==> src/rtl/dwag_pkg.sv <==
package dwag_pkg;

    // Largest legal burst exponent; spans run from 2^0 to 2^EXP_MAX transfers.
    localparam int EXP_MAX   = 10;
    localparam int EXP_W     = 4;
    localparam int CNT_W     = EXP_MAX;
    localparam int CFG_W     = 32;
    // Field positions are fixed because other channel logic decodes the same word.
    localparam int EXP_LSB   = 8;
    localparam int WRAP_SRC  = 14;
    localparam int WRAP_DST  = 15;
    localparam int NUM_SIDES = 2;

    typedef enum logic [1:0] {
        STEP_NONE = 2'd0,
        STEP_ONE  = 2'd1,
        STEP_TWO  = 2'd2,
        STEP_FOUR = 2'd3
    } step_e;

    typedef struct packed {
        logic [NUM_SIDES-1:0] wrap;   // [0] source, [1] destination
        logic [EXP_W-1:0]     exp;    // already clamped to EXP_MAX
    } chan_cfg_t;

    function automatic logic [2:0] step_units(step_e s);
        case (s)
            STEP_ONE:  return 3'd1;
            STEP_TWO:  return 3'd2;
            STEP_FOUR: return 3'd4;
            default:   return 3'd0;
        endcase
    endfunction

    // Terminal count of the burst counter: 2^e - 1, in CNT_W bits.
    function automatic logic [CNT_W-1:0] span_mask(logic [EXP_W-1:0] e);
        logic [CNT_W-1:0] m;
        for (int i = 0; i < CNT_W; i++) begin
            m[i] = (i < int'(e));
        end
        return m;
    endfunction

endpackage

==> src/rtl/dwag_cfg_decode.sv <==
module dwag_cfg_decode
    import dwag_pkg::*;
(
    input  logic [CFG_W-1:0] cfg_word,
    output chan_cfg_t        cfg
);
    logic [EXP_W-1:0] raw_exp;

    always_comb begin
        raw_exp  = cfg_word[EXP_LSB +: EXP_W];
        cfg.wrap = {cfg_word[WRAP_DST], cfg_word[WRAP_SRC]};
        cfg.exp  = (int'(raw_exp) > EXP_MAX) ? EXP_W'(EXP_MAX) : raw_exp;
    end
endmodule

==> src/rtl/dwag_lane.sv <==
module dwag_lane
    import dwag_pkg::*;
#(
    parameter int AW = 16
) (
    input  logic             clk,
    input  logic             rst,
    input  logic             load,
    input  logic             advance,
    input  logic [AW-1:0]    start,
    input  step_e            step,
    input  logic             wrap_en,
    input  logic [CNT_W-1:0] last_cnt,
    output logic [AW-1:0]    addr
);
    logic [AW-1:0]    base_q;
    logic [AW-1:0]    addr_q;
    logic [CNT_W-1:0] cnt_q;
    logic             at_boundary;
    logic [AW-1:0]    linear_next;

    always_comb begin
        at_boundary = (cnt_q == last_cnt);
        linear_next = addr_q + AW'(step_units(step));
    end

    always_ff @(posedge clk) begin
        if (rst) begin
            base_q <= '0;
            addr_q <= '0;
            cnt_q  <= '0;
        end else if (load) begin
            base_q <= start;
            addr_q <= start;
            cnt_q  <= '0;
        end else if (advance) begin
            if (at_boundary) begin
                cnt_q  <= '0;
                addr_q <= wrap_en ? base_q : linear_next;
            end else begin
                cnt_q  <= cnt_q + 1'b1;
                addr_q <= linear_next;
            end
        end
    end

    assign addr = addr_q;
endmodule

==> src/rtl/dwag_top.sv <==
module dwag_top
    import dwag_pkg::*;
#(
    parameter int AW = 16
) (
    input  logic             clk,
    input  logic             rst,
    input  logic [31:0]      cfg_word,
    input  logic [AW-1:0]    src_start,
    input  logic [AW-1:0]    dst_start,
    input  logic [1:0]       src_step,
    input  logic [1:0]       dst_step,
    input  logic             load,
    input  logic             advance,
    output logic [AW-1:0]    src_addr,
    output logic [AW-1:0]    dst_addr
);
    chan_cfg_t        cfg;
    logic [CNT_W-1:0] last_cnt;
    logic [AW-1:0]    start_v [NUM_SIDES];
    step_e            step_v  [NUM_SIDES];
    logic [AW-1:0]    addr_v  [NUM_SIDES];

    dwag_cfg_decode u_dec (
        .cfg_word (cfg_word),
        .cfg      (cfg)
    );

    assign last_cnt   = span_mask(cfg.exp);
    assign start_v[0] = src_start;
    assign start_v[1] = dst_start;
    assign step_v[0]  = step_e'(src_step);
    assign step_v[1]  = step_e'(dst_step);

    for (genvar s = 0; s < NUM_SIDES; s++) begin : g_side
        dwag_lane #(.AW(AW)) u_lane (
            .clk      (clk),
            .rst      (rst),
            .load     (load),
            .advance  (advance),
            .start    (start_v[s]),
            .step     (step_v[s]),
            .wrap_en  (cfg.wrap[s]),
            .last_cnt (last_cnt),
            .addr     (addr_v[s])
        );
    end

    assign src_addr = addr_v[0];
    assign dst_addr = addr_v[1];
endmodule

==> config.mk <==
export PLATFORM = sky130hd
export DESIGN_NAME = dwag_top
export DESIGN_NICKNAME = d
export VERILOG_FILES = /design/src/rtl/dwag_pkg.sv /design/src/rtl/dwag_cfg_decode.sv /design/src/rtl/dwag_lane.sv /design/src/rtl/dwag_top.sv
export SDC_FILE = /design/constraint.sdc
export NUM_CORES = 1
export LEC_CHECK = 0
export ABC_AREA = 0
export BUFFER_PORTS_ARGS = -buffer_cell sky130_fd_sc_hd__buf_2
export CAP_MARGIN = 5
export CORE_ASPECT_RATIO = 1.4
export CORE_MARGIN = 2
export CORE_UTILIZATION = 30
export DETAILED_ROUTE_END_ITERATION = 8
export PLACE_DENSITY = 0.5
export SLEW_MARGIN = 30
export SYNTH_ARGS = -nofsm -noshare
export SYNTH_HDL_FRONTEND = slang
export SYNTH_SLANG_ARGS = --single-unit
==> constraint.sdc <==
create_clock -name clk -period 2.2 [get_ports clk]
set_input_delay 0.22 -clock clk [delete_from_list [all_inputs] [get_ports clk]]
set_output_delay 0.22 -clock clk [all_outputs]
set_load 0.01 [all_outputs]
Yosys cells after proc, flatten, opt, wreduce, memory -nomap -nowiden
Cells that the tools add are included.
{"block": "word_totals", "regBits": 84, "latchBits": 0, "ramBits": 0, "mem_bits_ro": 0, "in_bits": 72, "out_inout_bits": 32, "word_cells": 44, "memories": 0}
{"block": "classes", "n_addsub": 4, "mul": 0, "n_div": 0, "magnitude_cmp": 11, "n_eq_ne": 8, "shifts": 0, "muxes": 13, "n_bitwise": 0, "n_reduce_logical": 2}
{"operator": "16-bit 2-to-1 mux", "count": 8}
{"operator": "16-bit by 3-bit adder with 16-bit output", "count": 2}
{"operator": "10-bit by 1-bit adder with 10-bit output, second input constant", "count": 2}
{"operator": "10-bit equality test", "count": 2}
{"operator": "10-bit 2-to-1 mux", "count": 2}
{"operator": "3-bit one-hot mux with 3 select lines", "count": 2}
{"operator": "3-bit by 4-bit less-than comparator with 1-bit output, first input constant", "count": 4}
{"operator": "2-bit equality test, second input constant", "count": 4}
{"operator": "1-bit by 4-bit less-than comparator with 1-bit output, first input constant", "count": 2}
{"operator": "2-bit by 4-bit less-than comparator with 1-bit output, first input constant", "count": 2}
{"operator": "4-bit less-than comparator, first input constant", "count": 2}
{"operator": "2-bit by 1-bit equality test with 1-bit output, second input constant", "count": 2}
{"operator": "4-bit greater-than comparator, second input constant", "count": 1}
{"operator": "4-bit 2-to-1 mux", "count": 1}
{"operator": "2-bit nonzero test", "count": 1}
{"operator": "2-bit OR reduction", "count": 1}

Longest topological paths before layout
{"block": "depth", "word_depth": 7, "ltp_mapped": 11, "depth_no_buf": 9}

By module
A second synthesis with hierarchy kept.
{"block": "unflattened", "hier_cells": 515, "hier_area_um2": 4499.3}
{"module": "dwag_lane", "instances": 2, "cells_per_inst": 249, "area_each_um2": 2187.1, "seq_area_each_um2": 840.8}
{"module": "dwag_top", "instances": 1, "cells_per_inst": 10, "area_each_um2": 77.6, "seq_area_each_um2": 0.0}
{"module": "dwag_cfg_decode", "instances": 1, "cells_per_inst": 7, "area_each_um2": 47.5, "seq_area_each_um2": 0.0}

Least setup slack after synthesis
Ideal clock, no wire load.
{"block": "synth_path", "path_type": "register to register", "startpoint": "reg g_side[1].u_lane.cnt_q[3]", "endpoint": "reg g_side[1].u_lane.addr_q[13]", "setup_ps": 88, "arrival_time_ps": 2072, "required_time_ps": 2112, "path_slack_ps": 40, "path_stages_with_launch": 8, "n_path_buf": 1, "period_less_slack_ps": 2160, "path_cell_list": "dfxtp_1 -> or4_1 -> a221o_1 -> a211oi_2 -> nand4_1 -> buf_6 -> or2_0 -> a311oi_2"}
{"block": "synth_between", "elab_chain_len": 4}
{"element": "from (decl)", "line": "dwag_lane.sv:18", "rtl": "logic [CNT_W-1:0] cnt_q;"}
{"element": "from (signal assigned)", "line": "dwag_lane.sv:41", "rtl": "cnt_q <= cnt_q + 1'b1;"}
{"element": "10-bit equality test", "line": "dwag_lane.sv:23", "rtl": "at_boundary = (cnt_q == last_cnt);"}
{"element": "16-bit 2-to-1 mux", "line": "dwag_lane.sv:37", "rtl": "if (at_boundary) begin"}
{"element": "16-bit 2-to-1 mux", "line": "dwag_lane.sv:36", "rtl": "end else if (advance) begin"}
{"element": "16-bit 2-to-1 mux", "line": "dwag_lane.sv:32", "rtl": "end else if (load) begin"}
{"element": "to (signal assigned)", "line": "dwag_lane.sv:34", "rtl": "addr_q <= start;"}
{"element": "to (signal assigned)", "line": "dwag_lane.sv:39", "rtl": "addr_q <= wrap_en ? base_q : linear_next;"}
{"element": "to (signal assigned)", "line": "dwag_lane.sv:42", "rtl": "addr_q <= linear_next;"}
{"element": "to (decl)", "line": "dwag_lane.sv:17", "rtl": "logic [AW-1:0] addr_q;"}
Every way passes these cells. The select of a mux whose other input is x is not followed.
A chain may end at the register's enable or synchronous reset.

Worst setup path in the final report
{"block": "layout_path", "startpoint": "reg g_side[1].u_lane.cnt_q[7]", "endpoint": "reg g_side[1].u_lane.addr_q[13]"}
The elaborated chain is that of the path after synthesis.

==> flow_summary.ini <==
[timing]
worst_pin_slew_ps = 510
rsz0062_at_grt = yes
clock.fmax_mhz = 444
finalCritPeriodShare_pct = 102
finalSetupViolations = 3
setup_tns_ps = -60.8
fin_skew_ps = 8.73
worst_slack_ps = -50.6
maxSlewViolCount = 0
slew_headroom_pct = 66.0
finalHoldViolations = 0
final.min_clock_period_ps = 2250

[worst_setup_path]
cpLargestDelayFamily = simple AND/OR/NAND/NOR gates
cp_max_fo = 7
worst-path-stages = 7
cp_num_buf_inv = 1
cp_slowest_cell = or4_1
endpoint_kind = flip-flop
cp.arrival_ps = 2490
critical-path-max-stage-delay_ps = 500
critPathRequiredTime_ps = 2440
criticalPathCategory = flip-flop to flip-flop
r2r_cells = 7
path_cells = or4_1, a221o_1, a211oi_2, nand4_1, buf_6, or2_0, a311oi_2
reg2reg_setup_slack_ps = -50
critPathLaunchType = flip-flop

[logic_synthesis]
postSynthCellCount = 551
syn_area_sq_um = 4740
synth_most_common_cell = dfxtp_1
ys_seq_area_share_pct = 35.4
ys_ff_latch = 84
ys_types = 57
yosysWarningCount = 0
synth-edff-count = 0
async_reset_ff_share_pct = 0
syn_nets = 633
netlist_top_cells_count = dfxtp_1 (84), nor2_1 (66), mux2i_1 (60)
synth_flop_cell = dfxtp_1
netlist.area_leader.share_pct = 35.4
yosys-top-cells-area = dfxtp_1 (35%), mux2i_1 (13%), nor2_1 (5.2%)
synth_top_area_cell = dfxtp_1
syn_avg_cell_area_sq_um = 8.61

[final_layout]
final_util_pct = 37.8
area_growth_pct = 23.7
finalInstanceArea_sq_um = 5870
drive_gt1_share_pct = 22.5
final_nets = 731
fill_cells = 1646
antenna_cells = 0

[place]
io_buffers = 77
dpl_worst_slack_ps = -74.3
gp_congestion = 0.852
dpl_cell_area_sq_um = 5580
dp_hpwl_um = 9800

[routing]
via_count = 4373
drtAntennaViolNets = 0
drtIter0Drc = 157
finalWirelength_um = 13100
routed_via_density = 5.14
drt_first_pass_iters = 4
drc_errors = 0
wl_per_cell_um = 15.4

[die]
num_rows = 54
die_w_um = 110
die_y_um = 153
dieArea_sq_um = 16900
core_sq_um = 15500
ios = 104
start_util_pct = 30.5

[cts]
clockRootBuffer = clkbuf_16
worstSkewPairLatency_ps = 340
clock_path_buffers = 2
clk_pin_slew_ps = 60
cts.sinks = 84
cts-htree-levels = 3
cts_hold_buf = 0
cts_tree = done
cts_buffers = 9

[pwr]
peakVddDrop_mv = 0.276
power.leakage_uw = 0.00264
power_density_nw_per_um2 = 619
p_total_uw = 3630

[global_route]
antenna_found_initial = 0
track_usage_pct = 16.2
overflow = 0
grt_max_degree = 46
first_global_vias = 4387
grt_pass1_wl_um = 21700

[outcome]
outcome = finished with violations
violations = setup timing

[hold_path]
min_path_type = primary input to flip-flop
hold_depth = 3

[flow_run]
drv_cap = 0
[worst min-delay path, cell delays in order]
cell     delay (ps)
buf_2            90
mux2i_1          60
nor2_1           80
[per-layer routing]
| metal | global-route usage, % | vias up | wire length (um) |
|---|---|---|---|
| li1 | - | 2189 | - |
| met1 | 19.8 | 2103 | 5650 |
| met2 | 28.2 | 66 | 6860 |
| met3 | 2.40 | 15 | 384 |
| met4 | 5.83 | 0 | 230 |
| met5 | 0 | - | 0 |
[layout make-up]
type,count,area [sq um],area share (%)
clock buffers,13,260,4.43
clock inverters,3,21.3,0.362
inverters,10,37.5,0.640
multi-input cells,419,2860,48.8
flip-flops and latches,84,1680,28.7
well taps,196,245,4.18
repair buffers,125,759,12.9
[through the flow]
step | hold slack [ps] | instances
6_report | 140 | 850
2_1_floorplan | 367 | 551
3_3_place_gp | 471 | 834
4_1_cts | 128 | 850
3_5_place_dp | 482 | 834
5_1_grt | 143 | 850
[worst paths after layout]
path / startpoint / end
max: g_side[1].u_lane.cnt_q[7]$_SDFFE_PP0P_ / g_side[1].u_lane.addr[13]$_SDFFE_PP0P_
max reg2reg: g_side[1].u_lane.cnt_q[7]$_SDFFE_PP0P_ / g_side[1].u_lane.addr[13]$_SDFFE_PP0P_
min reg2reg: g_side[1].u_lane.base_q[0]$_SDFFE_PP0P_ / g_side[1].u_lane.base_q[0]$_SDFFE_PP0P_
min: dst_start[6] / g_side[1].u_lane.base_q[6]$_SDFFE_PP0P_
[report_power, final]
part | internal (uW) | switching, uW | total (uW) | leakage, uW
Clock | 828 | 608 | 1440 | 0.000136
Combinational | 243 | 284 | 527 | 0.00181
Sequential | 1600 | 72.2 | 1670 | 0.000690
Total | 2670 | 965 | 3630 | 0.00264
[flip-flops by register name (all words and copies together), names as in the netlist]
name and cells:
g_side.u_lane.addr 32, g_side.u_lane.base_q 32, g_side.u_lane.cnt_q 20
[cell families (layout without fill, tap and decap cells)]
group / count (synthesis) / in the layout / share of synthesized area (%)
fa+ha+maj: 10 / 10 / 2.95
simple gates: 188 / 188 / 19.4
mux: 61 / 61 / 12.9
buf+inv: 48 / 151 / 4.27
xor+xnor: 44 / 44 / 8.12
compound gates: 116 / 116 / 16.9
flops: 84 / 84 / 35.4
[cell usage in the layout (no fill, tap or decap), types with 17 or more instances in the layout]
cell	n
a22oi_1	25
nand2_1	36
buf_2	76
mux2i_1	60
nor2_1	65
xnor2_1	28
o22ai_1	26
buf_4	46
a21oi_1	24
nand4_1	17
dfxtp_1	84
[timing repair]
item | 4_1_cts | 5_1_grt
pin swaps | 8 | 5
gates resized for setup | 3 | 0
setup buffers | 0 | 0
endpoints found under the setup margin | 15 | 23
(Power assumes the default switching activity.)
